**config.mk**
```make
export PLATFORM = sky130hd
export DESIGN_NAME = serial_loader
export DESIGN_NICKNAME = d
export VERILOG_FILES = /design/src/rtl/serial_loader.sv
export SDC_FILE = /design/constraint.sdc
export NUM_CORES = 1
export LEC_CHECK = 0
export ABC_AREA = 1
export BUFFER_PORTS_ARGS = -buffer_cell sky130_fd_sc_hd__clkbuf_2
export CORE_ASPECT_RATIO = 0.5
export CORE_MARGIN = 3
export CORE_UTILIZATION = 40
export CTS_BUF_LIST = sky130_fd_sc_hd__clkbuf_16
export DETAILED_ROUTE_END_ITERATION = 8
export GPL_TIMING_DRIVEN = 0
export PLACE_DENSITY_LB_ADDON = 0.12
export SETUP_SLACK_MARGIN = 0.02
export SLEW_MARGIN = 40
export SYNTH_ARGS = -nofsm -noshare
export SYNTH_HDL_FRONTEND = slang
export SYNTH_SLANG_ARGS = --single-unit
```
**constraint.sdc**
```tcl
create_clock -name clk -period 3.25 [get_ports clk]
set_input_delay 0.65 -clock clk [delete_from_list [all_inputs] [get_ports clk]]
set_output_delay 0.65 -clock clk [all_outputs]
set_load 0.01 [all_outputs]
```
**src/rtl/serial_loader.sv**
```systemverilog
module serial_loader #(
  parameter int SWALLOW_W   = 7,
  parameter int PROG_W      = 11,
  parameter int REF_W       = 14,
  parameter int SYNC_STAGES = 2
) (
  input  logic                 clk,
  input  logic                 rst_n,
  input  logic                 ser_clk,
  input  logic                 ser_data,
  input  logic                 ser_le,
  output logic [SWALLOW_W-1:0] swallow_cnt,
  output logic [PROG_W-1:0]    prog_cnt,
  output logic [REF_W-1:0]     ref_cnt,
  output logic                 presc_sel,
  output logic                 unprogrammed
);
  localparam int MAIN_W = SWALLOW_W + PROG_W;
  localparam int REFD_W = REF_W + 1;
  localparam int SR_W   = ((MAIN_W > REFD_W) ? MAIN_W : REFD_W) + 1;

  logic [SYNC_STAGES:0][2:0] pipe;
  logic [2:0]                cur, prev;
  logic                      shift_rise, le_rise;
  logic [SR_W-1:0]           sr;
  logic                      ctrl_bit;

  always_ff @(posedge clk or negedge rst_n)
    if (!rst_n) pipe <= '0;
    else        pipe <= {pipe[SYNC_STAGES-1:0], {ser_clk, ser_data, ser_le}};

  assign cur        = pipe[SYNC_STAGES-1];
  assign prev       = pipe[SYNC_STAGES];
  assign shift_rise = cur[2] & ~prev[2];
  assign le_rise    = cur[0] & ~prev[0];
  assign ctrl_bit   = sr[0];

  always_ff @(posedge clk or negedge rst_n)
    if (!rst_n)          sr <= '0;
    else if (shift_rise) sr <= {sr[SR_W-2:0], cur[1]};

  always_ff @(posedge clk or negedge rst_n)
    if (!rst_n) begin
      swallow_cnt  <= '0;
      prog_cnt     <= '0;
      ref_cnt      <= '0;
      presc_sel    <= 1'b0;
      unprogrammed <= 1'b1;
    end else if (le_rise) begin
      unprogrammed <= 1'b0;
      if (!ctrl_bit) {prog_cnt, swallow_cnt} <= sr[MAIN_W:1];
      else           {presc_sel, ref_cnt}    <= sr[REFD_W:1];
    end
endmodule


```
==> impl_metrics.ini, run 1 <==
[routing]
wl_um = 5063
drc = 0
drt_iter0_drc = 88
vias = 1828
first_pass_iters = 6
final_antenna_net_count = 0
via_per_inst = 4.954
wl_per_cell_um = 13.72

[placed_design]
routabilityCongestion = 0.7881
portBuffers = 38
dp_cells = 353
dp_hpwl_um = 3584

[sta]
tns_ns = 0
slew_headroom_pct = 77.21
slew_viol_final = 0
fin_worst_skew_ns = 0.006491
finalCriticalPeriod_ns = 1.604
rsz0062_at_grt = false
hold_viol = 0
max_freq_ghz = 0.6236
period_share_pct = 49.34
hold_slack_ns = 0.2587
worstMarginPinSlew_ns = 0.3418
setup_violations = 0

[die]
die_width_um = 115.5
die_area_um2 = 7018
io_pins = 39
die_y_um = 60.76
fp.coreArea_um2 = 5634
initial_core_util_pct = 42.57
row_count = 19

[setup_path]
path_buf_inv = 1
crit_required_ns = 2.60
worstPathCellList = clkbuf_2
cpMaxStageDelayCell = dfstp_2
critical_path.max_fanout = 2
path_delay_family = flip-flops
cp-start-kind = flip-flop
worst-setup-path-type = flip-flop to output port
cp-end-kind = output port
cpPeakStageDelay_ns = 0.52
critPathArrivalTime_ns = 0.95

[clocking]
clkSinkCount = 61
post_cts_resize_count = 0
clk_pin_slew_ns = 0.05
cts_buffer_depth = 2
htreeDepth = 3
hold_buffers = 0
cts_root_buf = clkbuf_16
post-cts-setup-buffer-count = 0
cts_made_buffers = 9
tritoncts = yes
clkLatencyLatePin_ns = 0.32

[finish]
seqCellArea_um2 = 1528
drive_above_1_share_pct = 24.66
multi_input_area_um2 = 734.5
diodes = 0
final_common_cell = nand2_1
area_growth_pct = 23.21
fill_cells = 556
final_cell_mix = nand2_1 (104), dfrtp_1 (60), clkbuf_2 (37)
final_util_pct = 52.45
finalNonFillerCells = 369
final_nets = 296

[yosys]
synthCells = 241
yosysTopAreaCell = dfrtp_1
syn_area_um2 = 2399
ys_ff_latch = 61
avgSynthCellArea_um2 = 9.952
syn_nets = 246
synth_simple_gate_area_share_pct = 30.10
synthTopCellsByArea = dfrtp_1 (63%), nand2_1 (16%), nand4_1 (8.6%)
yosysWarnings = 0
synth_top_family_by_area = simple AND/OR/NAND/NOR gates
synthAdderAreaFrac_pct = 0
synth.top_cell.area_share_pct = 62.60
yosys.area_share.xor_xnor_pct = 0
synthMuxAreaShare_pct = 0
synthDistinctLibCells = 14
synth-compound-area-share_pct = 0.5216
seq_area_frac_synth_pct = 63.69

[global_routing]
grt.total_usage_pct = 16.55
grt_pass1_wl_um = 8645
grt_start_max_net_pins = 39
grt_pass1_vias = 1819
antenna_found_initial = 0
grt-ovfl-total = 0

[worst_hold_path]
hp-class = input port to async pin

[power_and_ir_drop]
total_power_mw = 2.067
powerDensity_nw_per_um2 = 699.4
intPower_mw = 1.499
switching_share_pct = 27.46
combinationalPowerShare_pct = 15.2
pwr-share-clk_pct = 38.3
seq_power_share_pct = 46.5
p_sw_uw = 567.6
p_leak_nw = 1.650
ir_drop_mv = 0.3415

[flow_run]
drv_cap = 0

[run_status]
status = finished clean
## state kept, by name (all words and copies together), names as in the netlist, 2 cells and up
| register | flops |
|---|---|
| cur | 3 |
| pipe | 3 |
| prev | 2 |
| prog_cnt | 11 |
| ref_cnt | 14 |
| sr | 19 |
| swallow_cnt | 7 |
## power groups by stage
stage               registers [mW]  clock network (mW)  logic (mW)
floorplan                    0.996                   0       0.149
global placement             0.969                   0       0.310
detailed placement           0.972                   0       0.320
CTS                          0.961               0.816       0.321
global route                 0.977               0.856       0.360
finish                       0.961               0.792       0.313
## cells in the mapped netlist
cell / number
nand2_1: 104
dfrtp_1: 60
nand4_1: 33
nand3_1: 18
buf_2: 12
buf_4: 3
buf_6: 2
inv_2: 2
nand3_4: 2
a21boi_0: 1
buf_8: 1
dfstp_2: 1
inv_6: 1
o21ai_1: 1
## worst paths after layout
path                            cells past startpoint             end  slack, ns    startpoint
worst max-delay path                                1    unprogrammed       1.65  unprogrammed
worst min-delay path                                1      ref_cnt[9]       0.26         rst_n
worst max register to register                      6  swallow_cnt[5]       2.11         sr[0]
min in group clk                                    0          cur[2]       0.34       pipe[2]
worst min register to register                      0          cur[2]       0.34       pipe[2]
max in group asynchronous                           2    unprogrammed       2.41         rst_n
## per-stage QoR
stage	instance area (µm²)	worst slack, ns
after global routing	2955	1.619
final	2955	1.646
after detailed placement	2703	1.976
after CTS	2955	1.629
after global placement	2680	1.258
after floorplan	2399	2.074
## metal layers
layer / global-route usage [%] / wire length [µm] / up-vias
met3: 5.478 / 227 / 7
met1: 21.69 / 2500 / 880
li1: - / - / 910
met4: 6.522 / 53 / 0
met5: 0 / 0 / -
met2: 25.99 / 2283 / 31
## area by class of cell
type,count,area share (%)
timing repair buffer,39,7.197
clock inverter,7,0.9314
buffer,18,4.064
clock buffer,9,7.621
multi-input combinational,159,24.85
sequential,61,51.69
tap,73,3.091
inverter,3,0.5504
## cell families after synthesis
logic type | count (synthesis)
simple gates | 157
flops | 61
buf+inv | 21
compound gates | 2
(Power assumes the default switching activity.)
==> run 2, diff against run 1 <==
==> constraint.sdc (replaced) <==
create_clock -name clk -period 1.4 [get_ports clk]
set_input_delay 0.28 -clock clk [delete_from_list [all_inputs] [get_ports clk]]
set_output_delay 0.28 -clock clk [all_outputs]
set_load 0.01 [all_outputs]
==> impl_metrics.ini, run 2 (synthesis gave the netlist of run 1 again) <==
[flow_run]
drv_cap = 0

[clocking]
tritoncts = yes
htreeDepth = 3
cts_root_buf = clkbuf_16
hold_buffers = 1
cts_buffer_depth = 2
cts_made_buffers = 9
post_cts_resize_count = 0
clkSinkCount = 61
clkLatencyLatePin_ns = 0.32
post-cts-setup-buffer-count = 0
clk_pin_slew_ns = 0.05

[sta]
hold_viol = 0
period_share_pct = 87.94
slew_viol_final = 0
rsz0062_at_grt = false
fin_worst_skew_ns = 0.007175
tns_ns = 0
worstMarginPinSlew_ns = 0.3427
setup_violations = 0
slew_headroom_pct = 77.15
hold_slack_ns = 0.07165
max_freq_ghz = 0.8122
finalCriticalPeriod_ns = 1.231

[die]
die_area_um2 = 7018
initial_core_util_pct = 42.57
fp.coreArea_um2 = 5634
row_count = 19
io_pins = 39
die_y_um = 60.76
die_width_um = 115.5

[routing]
drc = 0
first_pass_iters = 4
vias = 1841
wl_um = 5063
wl_per_cell_um = 13.68
drt_iter0_drc = 72
final_antenna_net_count = 0
via_per_inst = 4.976

[placed_design]
portBuffers = 38
dp_cells = 353
routabilityCongestion = 0.7881
dp_hpwl_um = 3584

[setup_path]
worst-setup-path-type = flip-flop to output port
path_buf_inv = 1
crit_required_ns = 1.12
ff2ff_path_depth = 6
ff2ff_setup_slack_ns = 0.27
critPathArrivalTime_ns = 0.95
cp-end-kind = output port
r2r-end = swallow_cnt[5]
cpMaxStageDelayCell = dfstp_2
worstPathCellList = clkbuf_2
cpPeakStageDelay_ns = 0.52
cp-start-kind = flip-flop
critical_path.max_fanout = 2
path_delay_family = flip-flops
r2r-start = sr[0]

[power_and_ir_drop]
powerDensity_nw_per_um2 = 1617
p_leak_nw = 1.654
ir_drop_mv = 0.7898
total_power_mw = 4.796

[worst_hold_path]
min_to = pipe[2]
hp-class = input port to flip-flop
min-delay-start = ser_clk
holdPathStages = 1

[finish]
final_cell_mix = nand2_1 (104), dfrtp_1 (60), clkbuf_2 (37)
area_growth_pct = 23.63
reg_top3 = sr x19, ref_cnt x14, prog_cnt x11
finalNonFillerCells = 370
largest_reg_flops = 19
fill_cells = 556
diodes = 0
drive_above_1_share_pct = 24.58
final_nets = 297
final_common_cell = nand2_1
regMostFlops = sr

[global_routing]
grt.total_usage_pct = 16.57
grt_pass1_wl_um = 8659
grt_start_max_net_pins = 39
grt_pass1_vias = 1822
antenna_found_initial = 0
grt-ovfl-total = 0

[run_status]
status = finished clean
==> run 2: cell count changes in the layout (fill, tap and decap cells not counted) <==
cell,delta
dlygate4sd3_1,+1
==> run 2: report_power, final <==
part           internal (mW)  total [mW]  switching (mW)
registers               2.04        2.23           0.191
clock network           1.15        1.83           0.684
logic                  0.289       0.729           0.440
==> run 2: per-stage QoR <==
step           setup WS (ns)  util [%]  instance area (µm²)
2_1_floorplan         0.3842         -                 2399
3_3_place_gp         -0.2216     47.57                 2680
3_5_place_dp          0.2668     47.97                 2703
4_1_cts               0.1490     52.63                 2965
5_1_grt               0.1391     52.63                 2965
6_report              0.1688     52.63                 2965
==> run 2: how the worst max path moves through the flow <==
stage                            start             end  cells after the start
after floorplan                  sr[0]     prog_cnt[6]                      6
after global placement           rst_n         pipe[2]                      1
after detailed placement         sr[0]  swallow_cnt[5]                      6
after CTS                 unprogrammed    unprogrammed                      1
after global routing      unprogrammed    unprogrammed                      1
final                     unprogrammed    unprogrammed                      1
==> run 2: area by class of cell <==
class | instances | area [µm²] | area share, %
Timing Repair Buffer | 40 | 222.7 | 7.511
Buffer | 18 | 120.1 | 4.051
Multi-Input combinational cell | 159 | 734.5 | 24.77
Inverter | 3 | 16.27 | 0.5485
Clock buffer | 9 | 225.2 | 7.595
Sequential cell | 61 | 1528 | 51.52
Tap cell | 73 | 91.34 | 3.080
Clock inverter | 7 | 27.53 | 0.9283
==> run 2: per-layer routing <==
| metal | vias up | GRT usage [%] | part of all wire, % |
|---|---|---|---|
| met1 | 889 | 21.75 | 49 |
| met3 | 6 | 5.478 | 4.6 |
| li1 | 911 | - | - |
| met4 | 0 | 6.522 | 1.1 |
| met5 | - | 0 | 0 |
| met2 | 35 | 25.99 | 45 |
